[src/rtl/cfg_tap_pkg.sv]
`timescale 1ns/1ps
package cfg_tap_pkg;

    localparam int IR_W   = 10;
    localparam int WORD_W = 32;

    typedef logic [IR_W-1:0] opcode_t;

    localparam opcode_t OP_EXTEST    = 10'h000;
    localparam opcode_t OP_BYPASS    = 10'h3FF;
    localparam opcode_t OP_SAMPLE    = 10'h055;
    localparam opcode_t OP_IDCODE    = 10'h059;
    localparam opcode_t OP_USERCODE  = 10'h079;
    localparam opcode_t OP_INIT_CONF = 10'h061;
    localparam opcode_t OP_PEND_CONF = 10'h065;

    localparam logic [WORD_W-1:0] IDCODE_DEFAULT = 32'h0100_A0DD;
    localparam opcode_t IR_CAPTURE = opcode_t'(2'b01);

    typedef enum logic [3:0] {
        ST_TLR, ST_RTI,
        ST_SEL_DR, ST_CAP_DR, ST_SH_DR, ST_EX1_DR, ST_PAU_DR, ST_EX2_DR, ST_UPD_DR,
        ST_SEL_IR, ST_CAP_IR, ST_SH_IR, ST_EX1_IR, ST_PAU_IR, ST_EX2_IR, ST_UPD_IR
    } tap_state_e;

    typedef enum logic [1:0] {
        DR_BYPASS, DR_IDCODE, DR_USER, DR_BOUND
    } dr_sel_e;

    typedef struct packed {
        logic cap;
        logic sh;
        logic upd;
    } scan_ctl_t;

    function automatic tap_state_e tap_next(tap_state_e s, logic m);
        tap_state_e n;
        case (s)
            ST_TLR:    n = m ? ST_TLR    : ST_RTI;
            ST_RTI:    n = m ? ST_SEL_DR : ST_RTI;
            ST_SEL_DR: n = m ? ST_SEL_IR : ST_CAP_DR;
            ST_CAP_DR: n = m ? ST_EX1_DR : ST_SH_DR;
            ST_SH_DR:  n = m ? ST_EX1_DR : ST_SH_DR;
            ST_EX1_DR: n = m ? ST_UPD_DR : ST_PAU_DR;
            ST_PAU_DR: n = m ? ST_EX2_DR : ST_PAU_DR;
            ST_EX2_DR: n = m ? ST_UPD_DR : ST_SH_DR;
            ST_UPD_DR: n = m ? ST_SEL_DR : ST_RTI;
            ST_SEL_IR: n = m ? ST_TLR    : ST_CAP_IR;
            ST_CAP_IR: n = m ? ST_EX1_IR : ST_SH_IR;
            ST_SH_IR:  n = m ? ST_EX1_IR : ST_SH_IR;
            ST_EX1_IR: n = m ? ST_UPD_IR : ST_PAU_IR;
            ST_PAU_IR: n = m ? ST_EX2_IR : ST_PAU_IR;
            ST_EX2_IR: n = m ? ST_UPD_IR : ST_SH_IR;
            ST_UPD_IR: n = m ? ST_SEL_DR : ST_RTI;
            default:   n = ST_TLR;
        endcase
        return n;
    endfunction

    function automatic dr_sel_e dr_select(opcode_t op);
        dr_sel_e d;
        case (op)
            OP_IDCODE:            d = DR_IDCODE;
            OP_USERCODE:          d = DR_USER;
            OP_SAMPLE, OP_EXTEST: d = DR_BOUND;
            default:              d = DR_BYPASS;
        endcase
        return d;
    endfunction

endpackage

[src/rtl/cfg_tap_fsm.sv]
`timescale 1ns/1ps
module cfg_tap_fsm
    import cfg_tap_pkg::*;
(
    input  logic       tck,
    input  logic       rst,
    input  logic       tms,
    output tap_state_e st,
    output scan_ctl_t  dr_ctl,
    output scan_ctl_t  ir_ctl,
    output logic       in_reset
);

    always_ff @(posedge tck) begin
        if (rst) st <= ST_TLR;
        else     st <= tap_next(st, tms);
    end

    always_comb begin
        dr_ctl.cap = (st == ST_CAP_DR);
        dr_ctl.sh  = (st == ST_SH_DR);
        dr_ctl.upd = (st == ST_UPD_DR);
        ir_ctl.cap = (st == ST_CAP_IR);
        ir_ctl.sh  = (st == ST_SH_IR);
        ir_ctl.upd = (st == ST_UPD_IR);
        in_reset   = (st == ST_TLR);
    end

endmodule

[src/rtl/cfg_tap_ireg.sv]
`timescale 1ns/1ps
module cfg_tap_ireg
    import cfg_tap_pkg::*;
(
    input  logic      tck,
    input  logic      rst,
    input  logic      in_reset,
    input  scan_ctl_t ctl,
    input  logic      tdi,
    output opcode_t   ir_q,
    output logic      sr_lsb
);

    opcode_t sr;

    always_ff @(posedge tck) begin
        if (ctl.cap)     sr <= IR_CAPTURE;
        else if (ctl.sh) sr <= {tdi, sr[IR_W-1:1]};
    end

    always_ff @(posedge tck) begin
        if (rst || in_reset) ir_q <= OP_IDCODE;
        else if (ctl.upd)    ir_q <= sr;
    end

    assign sr_lsb = sr[0];

endmodule

[src/rtl/cfg_tap_bscan.sv]
`timescale 1ns/1ps
module cfg_tap_bscan
    import cfg_tap_pkg::*;
#(
    parameter int LEN = 174
) (
    input  logic           tck,
    input  logic           rst,
    input  scan_ctl_t      ctl,
    input  logic           sel,
    input  logic           tdi,
    input  logic [LEN-1:0] pin_in,
    output logic           so,
    output logic [LEN-1:0] pin_out
);

    logic [LEN-1:0] chain;

    for (genvar j = 0; j < LEN; j++) begin : g_cell
        logic nxt;
        if (j == LEN - 1) begin : g_head
            assign nxt = tdi;
        end else begin : g_body
            assign nxt = chain[j+1];
        end

        always_ff @(posedge tck) begin
            if (sel && ctl.cap)     chain[j] <= pin_in[j];
            else if (sel && ctl.sh) chain[j] <= nxt;
        end

        always_ff @(posedge tck) begin
            if (rst)                 pin_out[j] <= 1'b0;
            else if (sel && ctl.upd) pin_out[j] <= chain[j];
        end
    end

    assign so = chain[0];

endmodule

[src/rtl/cfg_tap_recfg.sv]
`timescale 1ns/1ps
module cfg_tap_recfg
    import cfg_tap_pkg::*;
(
    input  logic       tck,
    input  logic       rst,
    input  tap_state_e st,
    input  opcode_t    ir_q,
    output logic       recfg_low
);

    logic hold;
    logic is_pulse, is_pend;

    assign is_pulse = (ir_q == OP_INIT_CONF);
    assign is_pend  = (ir_q == OP_PEND_CONF);

    always_ff @(posedge tck) begin
        if (rst || st == ST_TLR) hold <= 1'b0;
        else if (is_pulse)       hold <= 1'b0;
        else if (is_pend)        hold <= 1'b1;
    end

    assign recfg_low = (hold && !is_pulse) || is_pend || (is_pulse && st == ST_RTI);

endmodule

[src/rtl/cfg_tap.sv]
`timescale 1ns/1ps
module cfg_tap
    import cfg_tap_pkg::*;
#(
    parameter int                BSC_LEN    = 174,
    parameter logic [WORD_W-1:0] ID_VALUE   = IDCODE_DEFAULT,
    parameter logic [WORD_W-1:0] UCODE_INIT = 32'hFFFF_FFFF
) (
    input  logic               tck,
    input  logic               tap_rst,
    input  logic               tms,
    input  logic               tdi,
    output logic               tdo,
    output logic               tdo_oe,
    input  logic               ucode_load,
    input  logic [WORD_W-1:0]  ucode_value,
    input  logic [BSC_LEN-1:0] pin_in,
    output logic [BSC_LEN-1:0] pin_out,
    output logic               pin_drive,
    output logic               recfg_low
);

    tap_state_e        st;
    scan_ctl_t         dr_ctl, ir_ctl;
    logic              in_reset;
    opcode_t           ir_q;
    logic              ir_lsb;
    dr_sel_e           sel;
    logic [WORD_W-1:0] ucode_q;
    logic [WORD_W-1:0] word_sr;
    logic              word_sel;
    logic              byp_q;
    logic              bsc_so;
    logic              dr_lsb;

    cfg_tap_fsm u_fsm (
        .tck      (tck),
        .rst      (tap_rst),
        .tms      (tms),
        .st       (st),
        .dr_ctl   (dr_ctl),
        .ir_ctl   (ir_ctl),
        .in_reset (in_reset)
    );

    cfg_tap_ireg u_ireg (
        .tck      (tck),
        .rst      (tap_rst),
        .in_reset (in_reset),
        .ctl      (ir_ctl),
        .tdi      (tdi),
        .ir_q     (ir_q),
        .sr_lsb   (ir_lsb)
    );

    assign sel      = dr_select(ir_q);
    assign word_sel = (sel == DR_IDCODE) || (sel == DR_USER);

    always_ff @(posedge tck) begin
        if (tap_rst)         ucode_q <= UCODE_INIT;
        else if (ucode_load) ucode_q <= ucode_value;
    end

    always_ff @(posedge tck) begin
        if (word_sel && dr_ctl.cap)
            word_sr <= (sel == DR_IDCODE) ? ID_VALUE : ucode_q;
        else if (word_sel && dr_ctl.sh)
            word_sr <= {tdi, word_sr[WORD_W-1:1]};
    end

    always_ff @(posedge tck) begin
        if (sel == DR_BYPASS && dr_ctl.cap)     byp_q <= 1'b0;
        else if (sel == DR_BYPASS && dr_ctl.sh) byp_q <= tdi;
    end

    cfg_tap_bscan #(.LEN(BSC_LEN)) u_bscan (
        .tck     (tck),
        .rst     (tap_rst),
        .ctl     (dr_ctl),
        .sel     (sel == DR_BOUND),
        .tdi     (tdi),
        .pin_in  (pin_in),
        .so      (bsc_so),
        .pin_out (pin_out)
    );

    assign pin_drive = (ir_q == OP_EXTEST);

    cfg_tap_recfg u_recfg (
        .tck       (tck),
        .rst       (tap_rst),
        .st        (st),
        .ir_q      (ir_q),
        .recfg_low (recfg_low)
    );

    always_comb begin
        case (sel)
            DR_IDCODE, DR_USER: dr_lsb = word_sr[0];
            DR_BOUND:           dr_lsb = bsc_so;
            default:            dr_lsb = byp_q;
        endcase
    end

    always_ff @(negedge tck) begin
        tdo_oe <= (st == ST_SH_DR) || (st == ST_SH_IR);
        if (st == ST_SH_IR)      tdo <= ir_lsb;
        else if (st == ST_SH_DR) tdo <= dr_lsb;
    end

endmodule

[config.mk]
export PLATFORM = sky130hd
export DESIGN_NAME = cfg_tap
export DESIGN_NICKNAME = d
export VERILOG_FILES = /design/src/rtl/cfg_tap_pkg.sv /design/src/rtl/cfg_tap_fsm.sv /design/src/rtl/cfg_tap_ireg.sv /design/src/rtl/cfg_tap_bscan.sv /design/src/rtl/cfg_tap_recfg.sv /design/src/rtl/cfg_tap.sv
export SDC_FILE = /design/constraint.sdc
export NUM_CORES = 1
export LEC_CHECK = 0
export BUFFER_PORTS_ARGS = -buffer_cell sky130_fd_sc_hd__buf_4
export CELL_PAD_IN_SITES_DETAIL_PLACEMENT = 1
export CELL_PAD_IN_SITES_GLOBAL_PLACEMENT = 2
export CORE_AREA = 2 2 221 223
export DETAILED_ROUTE_END_ITERATION = 8
export DIE_AREA = 0 0 223 225
export GPL_ROUTABILITY_DRIVEN = 0
export PLACE_DENSITY_LB_ADDON = 0.1
export SYNTH_ARGS = -nofsm -noshare
export SYNTH_HDL_FRONTEND = slang
export SYNTH_SLANG_ARGS = --single-unit
[constraint.sdc]
create_clock -name tck -period 23.3 [get_ports tck]
set_input_delay 3.495 -clock tck [delete_from_list [all_inputs] [get_ports tck]]
set_output_delay 3.495 -clock tck [all_outputs]
set_load 0.05 [all_outputs]
# == Yosys cells after proc, flatten, opt, wreduce, memory -nomap -nowiden ==
# Index checks and enable logic that the tools add are counted.
# Widths: inputs -> output; s select.
# totals
output_inout_bits,178
word_cells,775
regBits,440
inputBits,211
# op_classes
n_eq_ne,23
reduce_logical,27
muxes,368
# ops
operator,n
$mux 1,353
$mux 32,3
$eq 10x7->1 const B,5
$pmux 4 s12,1
$eq 4x4->1 const B,8
$eq 4x3->1 const B,4
$mux 4,4
$logic_not 10->1,1
$reduce_or 2->1,5
$logic_and 1x1->1,9
$eq 4x2->1 const B,2
$mux 2,3
$mux 3,2
$pmux 2 s3,1
$reduce_bool 2->1,3
$logic_or 1x1->1,5
$eq 2x2->1 const B,2
$eq 4x1->1 const B,1
$logic_not 4->1,1
$reduce_or 3->1,1
$eq 2x1->1 const B,1
$logic_not 2->1,1
$pmux 1 s2,1
$logic_not 1->1,1

# == Longest topological paths before layout ==
# Gate-level depths: netlist of the first run.
# logic_depth
word_depth,8
depth_mapped,10
mapped_depth_nobuf,7

# == Modules after synthesis ==
# From an unflattened synthesis of the first run, not the netlist that was laid out.
# unflattened
cells_unflattened,1569
area_unflattened_um2,19316.0
# by_module_without_submodules
mod,cells_per_inst,instances,area_per_inst_um2,seq_area_each_um2
cfg_tap_bscan,1162,1,15195.8,8708.4
cfg_tap,279,1,2940.3,1671.6
cfg_tap_ireg,66,1,715.7,400.4
cfg_tap_fsm,48,1,359.1,80.1
cfg_tap_recfg,14,1,105.1,20.0

==> impl_metrics.py, run 1 <==
metrics = {
    "cells_and_area": {
        "area_growth_pct": 26.5,
        "fill_cells": 5005,
        "final_cells": 2521,
        "fin_nets": 2078,
        "drive_above_1_share_pct": 36.1,
    },
    "grt": {
        "grt_pass1_wl_microns": 86600,
        "global_route.usage.met2_pct": 35.8,
        "track_usage_pct": 22.5,
        "grt_max_degree": 99,
        "busiest_layer": "met2",
        "grt_pass1_vias": 14056,
        "use_met3_pct": 7.29,
        "grt-ovfl-total": 0,
        "antenna_found_initial": 6,
        "grt_use_met1_pct": 28.8,
    },
    "cts": {
        "htreeDepth": 2,
        "clkSinkCount": 440,
        "clk_latency_ns": 0.62,
        "root_buffer": "clkbuf_16",
        "cts_setup_buffers": 0,
        "cts_tree": "yes",
        "cts_resized": 0,
        "clock_path_buffers": 3,
        "path_clk_slew_ns": 0.06,
        "cts_buffers": 49,
        "cts_hold_buf": 0,
    },
    "setup_path": {
        "crit_slowest_cell": "edfxtp_1",
        "r2r_end": "tdo",
        "crit_start": "tdo",
        "endpoint_kind": "primary output",
        "cp_top_family": "flip-flops",
        "critPathKind": "reg2out",
        "cp.arrival_ns": 12.82,
        "cp_max_fo": 1,
        "startpoint_type": "flip-flop",
        "reg2reg_from": "u_ireg.ir_q[2]",
        "r2r.worst_path.cells": 6,
        "worst_path_largest_cell_delay_ns": 0.35,
        "path_buf_inv": 1,
        "path_cells": "buf_4",
        "critPathRequiredTime_ns": 19.81,
        "r2r_slack_ns": 9.05,
    },
    "detailed_routing": {
        "drt-total-wl_microns": 57500,
        "viasPerCell": 5.28,
        "drt_iter0_drc": 725,
        "routed-via-count": 13318,
        "wl_per_cell_microns": 22.8,
        "drc": 0,
        "ant_nets": 0,
        "firstDrtPassIters": 4,
    },
    "yosys": {
        "ys_ff_latch": 440,
        "synth_mux_area_share_pct": 14.8,
        "yosysSeqAreaShare_pct": 60.6,
        "yosysMostFrequentCell": "dfxtp_1",
        "async_flop_share_pct": 0,
        "netlist_top_cells_count": "dfxtp_1, edfxtp_1, mux2_2, a21oi_1, nand3_1",
        "yosys.area.top_type": "edfxtp_1",
        "synth_top_family_by_area": "multiplexers",
        "synth_area_sq_um": 18000,
        "synthAdderAreaFrac_pct": 0.279,
        "yosysWarnings": 0,
        "avgSynthCellArea_sq_um": 11.6,
        "yosysTopAreaCellShare_pct": 34.6,
        "synth.distinct_cells": 53,
        "yosys.area_share.simple_pct": 8.85,
        "synth.area.top_cells": "edfxtp_1, dfxtp_1, mux2_2",
        "ys.flop_type": "dfxtp_1",
        "synth_cells": 1546,
        "synth_xor_xnor_area_share_pct": 0.0976,
        "synth_edf_count": 207,
        "syn_nets": 1761,
        "synth_compound_area_share_pct": 11.2,
    },
    "job": {
        "cap_violations": 0,
    },
    "timing": {
        "drv_slew": 0,
        "worst_pin_slew_ns": 1.18,
        "finalWorstSetupSlack_ns": 6.99,
        "hold_slack_ns": 0.461,
        "fin_skew_ns": 0.0467,
        "rsz0062_at_grt": "false",
        "setup_violations": 0,
        "max-slew-margin-rel_pct": 21.5,
        "finalSetupTns_ns": 0,
        "hold_viol": 0,
    },
    "placed_design": {
        "dp_slack_ns": 7.61,
        "dp.cells": 2426,
        "place_hpwl_microns": 36400,
        "port_buffers": 388,
    },
    "power_and_ir_drop": {
        "vdd_drop_max_mv": 0.0569,
        "p_leak_nw": 8.42,
        "power.density_nw_per_um2": 72.2,
    },
    "hold_path": {
        "min-delay-start": "ucode_q[17]",
        "worstHoldPathType": "reg2reg",
        "holdPathStages": 2,
        "hold_end": "ucode_q[17]",
    },
    "floorplanning": {
        "rows": 80,
        "start_util_pct": 37.8,
        "pin_count": 389,
        "die_w_microns": 223,
        "die_y_microns": 225,
        "die-area_sq_um": 50200,
        "core_sq_um": 47500,
    },
    "outcome": {
        "status": "finished clean",
    },
}
## state kept, by name, indices dropped and copies added, names as in the netlist, 4 cells and up
name / flops
u_bscan.pin_out: 174
ucode_q: 32
u_ireg.sr: 10
u_fsm.st: 4
word_sr: 32
u_ireg.ir_q: 10
u_bscan.g_cell.nxt: 173
## worst max path at each step
stage | end | cells after the start
floorplan | tdo | 0
global placement | tdo | 1
detailed placement | tdo | 1
CTS | tdo | 1
global route | tdo | 1
finish | tdo | 1
## layout make-up
cell class | instances | area (sq um) | area share [%]
flip-flops and latches | 440 | 10900 | 47.9
multi-input cells | 946 | 6350 | 28.0
repair buffers | 407 | 3060 | 13.5
clock buffers | 74 | 1430 | 6.30
well taps | 615 | 769 | 3.39
clock inverters | 17 | 143 | 0.628
inverters | 17 | 68.8 | 0.303
diodes | 5 | 12.5 | 0.0551
## metal layers
metal | share of wire [%] | vias up
li1 | - | 6296
met1 | 43 | 6631
met2 | 47 | 311
met3 | 7.9 | 78
met4 | 2.7 | 2
met5 | 0.028 | -
## cell usage in the layout (no fill, tap or decap), types with 3 or more instances in the layout
cell	n
buf_4	406
dfxtp_1	233
edfxtp_1	207
mux2_2	197
a21oi_1	187
nand3_1	183
o21ai_1	160
nand2_1	54
clkbuf_16	49
mux2i_1	43
nor2b_1	27
o21ai_0	18
inv_1	17
nor2_1	14
clkbuf_1	14
clkbuf_8	11
clkinv_2	10
a22o_1	9
diode_2	5
nor3_1	4
and3_1	3
clkinv_1	3
ha_1	3
## kinds of logic after synthesis
kind of cell,after synthesis
flip-flops,440
XOR/XNOR,2
AND/OR/NAND/NOR,312
multiplexers,240
AO/OA/AOI/OAI,388
buffers and inverters,160
adder cells (fa/ha/maj),4
## stage by stage
stage	cell area, sq um	power [mW]	util (%)
2_1_floorplan	18000	0.857	-
6_report	22700	1.64	47.8
5_1_grt	22700	1.70	47.8
4_1_cts	22700	1.67	47.8
3_3_place_gp	21100	0.893	44.5
3_5_place_dp	21100	0.894	44.5
## where the power goes
part | leakage [nW] | switching, mW | internal (mW) | total [mW]
registers | 3.75 | 0.00463 | 0.809 | 0.814
logic | 3.88 | 0.0301 | 0.0319 | 0.0620
clock network | 0.793 | 0.315 | 0.449 | 0.764
total | 8.42 | 0.350 | 1.29 | 1.64
Note: power is estimated with default switching activity, not from simulation.
==> inputs of run 2 (changes only) <==
- CORE_AREA: 2 2 221 223 -> 2 2 230 232
- DIE_AREA: 0 0 223 225 -> 0 0 232 234
- clock period: 23.3 -> 16.21 ns (I/O delays scaled with it)
==> impl_metrics.py, run 2 (same netlist as run 1, synthesis figures left out) <==
metrics = {
    "outcome": {
        "status": "finished clean",
    },
    "timing": {
        "max-slew-margin-rel_pct": 10.3,
        "finalSetupTns_ns": 0,
        "worst_pin_slew_ns": 1.35,
        "rsz0062_at_grt": "false",
        "hold_slack_ns": 0.457,
        "setup_violations": 0,
        "hold_viol": 0,
        "fin_skew_ns": 0.0383,
        "drv_slew": 0,
    },
    "power_and_ir_drop": {
        "power.density_nw_per_um2": 105,
        "vdd_drop_max_mv": 0.0750,
        "p_leak_nw": 8.48,
    },
    "setup_path": {
        "crit_slowest_cell": "edfxtp_1",
        "critPathRequiredTime_ns": 13.78,
        "endpoint_kind": "primary output",
        "cp_top_family": "flip-flops",
        "r2r.worst_path.cells": 7,
        "critPathKind": "reg2out",
        "r2r_end": "tdo",
        "r2r_slack_ns": 5.72,
        "worst_path_largest_cell_delay_ns": 0.36,
        "startpoint_type": "flip-flop",
        "cp_max_fo": 1,
        "path_cells": "buf_4",
        "path_buf_inv": 1,
        "reg2reg_from": "u_ireg.ir_q[2]",
        "cp.arrival_ns": 9.28,
    },
    "detailed_routing": {
        "ant_nets": 0,
        "drc": 0,
        "drt-total-wl_microns": 59200,
        "viasPerCell": 5.19,
        "drt_iter0_drc": 719,
        "wl_per_cell_microns": 22.8,
        "routed-via-count": 13461,
        "firstDrtPassIters": 4,
    },
    "cells_and_area": {
        "final_common_cell": "buf_4",
        "utilization_pct": 44.1,
        "area_growth_pct": 27.7,
        "largest_register": "u_bscan.pin_out",
        "fin_nets": 2080,
        "largest_register_ffs": 174,
        "drive_above_1_share_pct": 36.3,
        "mostFrequentLayoutCells": "buf_4, dfxtp_1, edfxtp_1, mux2_2, a21oi_1",
    },
    "cts": {
        "cts_setup_buffers": 0,
        "clock_path_buffers": 3,
        "cts_resized": 0,
        "cts_buffers": 51,
        "clk_latency_ns": 0.61,
        "path_clk_slew_ns": 0.05,
        "htreeDepth": 2,
        "cts_hold_buf": 0,
        "root_buffer": "clkbuf_16",
        "clkSinkCount": 440,
        "cts_tree": "yes",
    },
    "floorplanning": {
        "die_y_microns": 234,
        "core_sq_um": 52000,
        "pin_count": 389,
        "start_util_pct": 34.5,
        "die_w_microns": 232,
        "rows": 84,
        "die-area_sq_um": 54300,
    },
    "job": {
        "cap_violations": 0,
    },
    "placed_design": {
        "place_hpwl_microns": 37000,
        "port_buffers": 388,
    },
    "grt": {
        "grt_pass1_wl_microns": 88500,
        "grt_max_degree": 175,
        "grt_pass1_vias": 14116,
        "antenna_found_initial": 7,
        "grt-ovfl-total": 0,
        "track_usage_pct": 21.3,
    },
    "hold_path": {
        "worstHoldPathType": "reg2reg",
        "min-delay-start": "u_ireg.ir_q[7]",
        "hold_end": "u_ireg.ir_q[7]",
        "holdPathStages": 2,
    },
}
run 2: cell types whose count changed in the layout (fill, tap and decap cells not counted), sizes merged:
cell / delta
clkinv: +4
diode: -2
run 2: area by class of cell:
cell class	instances	area [sq um]
diodes	3	7.51
clock inverters	21	175
inverters	17	68.8
fillers	5591	29100
multi-input cells	946	6350
clock buffers	74	1510
well taps	688	861
flip-flops and latches	440	10900
repair buffers	407	3070
run 2: how the worst max path moves through the flow:
| stage | slack (ns) | to | startpoint | cells after the start |
|---|---|---|---|---|
| after floorplan | 5.07 | tdo | tdo | 0 |
| after global placement | 5.13 | tdo | tdo | 1 |
| after detailed placement | 5.13 | tdo | tdo | 1 |
| after CTS | 4.46 | tdo | tdo | 1 |
| after global routing | 4.45 | tdo | tdo | 1 |
| final | 4.50 | tdo | tdo | 1 |
run 2: layer usage:
layer / vias up / global-route usage [%] / part of all wire [%]
li1: 6291 / - / -
met3: 107 / 7.15 / 7.9
met4: 8 / 7.03 / 3.0
met1: 6719 / 28.2 / 44
met5: - / 0 / 0.091
met2: 336 / 32.6 / 45
run 2: where the power goes:
group	total [mW]	leakage, nW	internal, mW	switching [mW]
clock	1.16	0.848	0.690	0.469
sequential	1.17	3.75	1.16	0.00690
combinational	0.0899	3.89	0.0460	0.0439
run 2: through the flow:
stage	area, sq um	worst slack [ns]	total power [mW]	instances
2_1_floorplan	18000	5.07	1.23	1546
3_3_place_gp	21200	5.13	1.28	2499
3_5_place_dp	21200	5.13	1.29	2499
5_1_grt	22900	4.45	2.50	2596
4_1_cts	22900	4.46	2.46	2593
6_report	22900	4.50	2.42	2596
run 2: tightest hold or removal path, cell delays in order (launching register included):
cell     delay [ns]
dfxtp_1        0.31
nand2_1        0.05
a21oi_1        0.05
==> inputs of run 3 (changes only) <==
- clock period: 16.21 -> 11.65 ns (I/O delays scaled with it)
==> impl_metrics.py, run 3 (same netlist as run 1, synthesis figures left out) <==
metrics = {
    "cts": {
        "cts_hold_buf": 0,
        "clkSinkCount": 440,
        "clock_path_buffers": 3,
        "path_clk_slew_ns": 0.05,
        "cts_resized": 0,
        "htreeDepth": 2,
        "root_buffer": "clkbuf_16",
        "clk_latency_ns": 0.62,
        "cts_tree": "yes",
        "cts_setup_buffers": 0,
        "cts_buffers": 51,
    },
    "cells_and_area": {
        "regArea_sq_um": 10900,
        "drive_above_1_share_pct": 36.1,
        "area_growth_pct": 27.8,
        "multi_input_area_sq_um": 6350,
        "largest_register": "u_bscan.pin_out",
        "final_common_cell": "buf_4",
        "mostFrequentLayoutCells": "buf_4, dfxtp_1, edfxtp_1, mux2_2, a21oi_1",
        "stdcell_area_sq_um": 22900,
        "fill_cells": 5610,
        "fin_nets": 2079,
        "largest_register_ffs": 174,
    },
    "floorplanning": {
        "rows": 84,
        "die-area_sq_um": 54300,
        "die_w_microns": 232,
        "start_util_pct": 34.5,
        "die_y_microns": 234,
        "pin_count": 389,
        "core_sq_um": 52000,
    },
    "detailed_routing": {
        "drt-total-wl_microns": 58400,
        "viasPerCell": 5.12,
        "routed-via-count": 13316,
        "firstDrtPassIters": 4,
        "ant_nets": 0,
        "drc": 0,
        "drt_iter0_drc": 648,
        "wl_per_cell_microns": 22.5,
    },
    "grt": {
        "grt_pass1_wl_microns": 87500,
        "track_usage_pct": 21.0,
        "grt-ovfl-total": 0,
        "grt_pass1_vias": 13909,
        "grt_max_degree": 175,
        "antenna_found_initial": 9,
    },
    "setup_path": {
        "worst_path_largest_cell_delay_ns": 0.36,
        "cp_top_family": "flip-flops",
        "path_cells": "buf_4",
        "cp_max_fo": 1,
        "critPathRequiredTime_ns": 9.90,
        "cp.arrival_ns": 7.01,
        "startpoint_type": "flip-flop",
        "crit_slowest_cell": "edfxtp_1",
        "path_buf_inv": 1,
        "endpoint_kind": "primary output",
        "critPathKind": "reg2out",
    },
    "timing": {
        "hold_viol": 0,
        "drv_slew": 0,
        "max-slew-margin-rel_pct": 15.1,
        "rsz0062_at_grt": "false",
        "fin_skew_ns": 0.0523,
        "finalSetupTns_ns": 0,
        "worst_pin_slew_ns": 1.27,
        "setup_violations": 0,
    },
    "placed_design": {
        "place_hpwl_microns": 36800,
        "placed_area_sq_um": 21200,
        "port_buffers": 388,
    },
    "power_and_ir_drop": {
        "p_leak_nw": 8.47,
        "power.density_nw_per_um2": 148,
        "vdd_drop_max_mv": 0.0972,
    },
    "job": {
        "cap_violations": 0,
    },
    "hold_path": {
        "worstHoldPathType": "reg2reg",
    },
    "outcome": {
        "status": "finished clean",
    },
}
==> run 3: per-layer routing <==
metal / GRT usage [%] / share of wire (%) / vias to the layer above
li1: - / - / 6313
met4: 7.51 / 3.0 / 6
met5: 0 / 0.079 / -
met2: 32.3 / 45 / 318
met3: 7.60 / 8.4 / 90
met1: 27.2 / 43 / 6589
==> run 3: layout make-up <==
class | instances | area share [%]
diodes | 6 | 0.0654
repair buffers | 406 | 13.4
clock inverters | 23 | 1.00
clock buffers | 73 | 6.40
well taps | 688 | 3.75
multi-input cells | 946 | 27.7
flip-flops and latches | 440 | 47.4
inverters | 17 | 0.300
==> run 3: power breakdown <==
part | switching [mW] | internal [mW]
registers | 0.00928 | 1.62
clock network | 0.656 | 0.982
logic | 0.0607 | 0.0640
total | 0.726 | 2.66
==> run 3: path summary, 6_finish.rpt <==
| check | from | endpoint | slack, ns | cells after the start |
|---|---|---|---|---|
| worst max register to register | u_ireg.ir_q[2] | tdo | 3.31 | 6 |
| worst min register to register | u_ireg.ir_q[7] | u_ireg.ir_q[7] | 0.46 | 2 |
| worst min-delay path | u_ireg.ir_q[7] | u_ireg.ir_q[7] | 0.46 | 2 |
| worst max-delay path | tdo | tdo | 2.90 | 1 |
==> run 3: stage by stage <==
stage	util, %	total power, mW	hold WS, ns	setup WS [ns]	instances
final	44.1	3.39	0.464	2.90	2599
after global routing	44.1	3.51	0.484	2.85	2597
after CTS	44.1	3.44	0.466	2.85	2593
after detailed placement	40.8	1.79	0.456	3.19	2498
after global placement	40.8	1.79	0.447	3.18	2498
after floorplan	-	1.71	0.433	1.80	1546
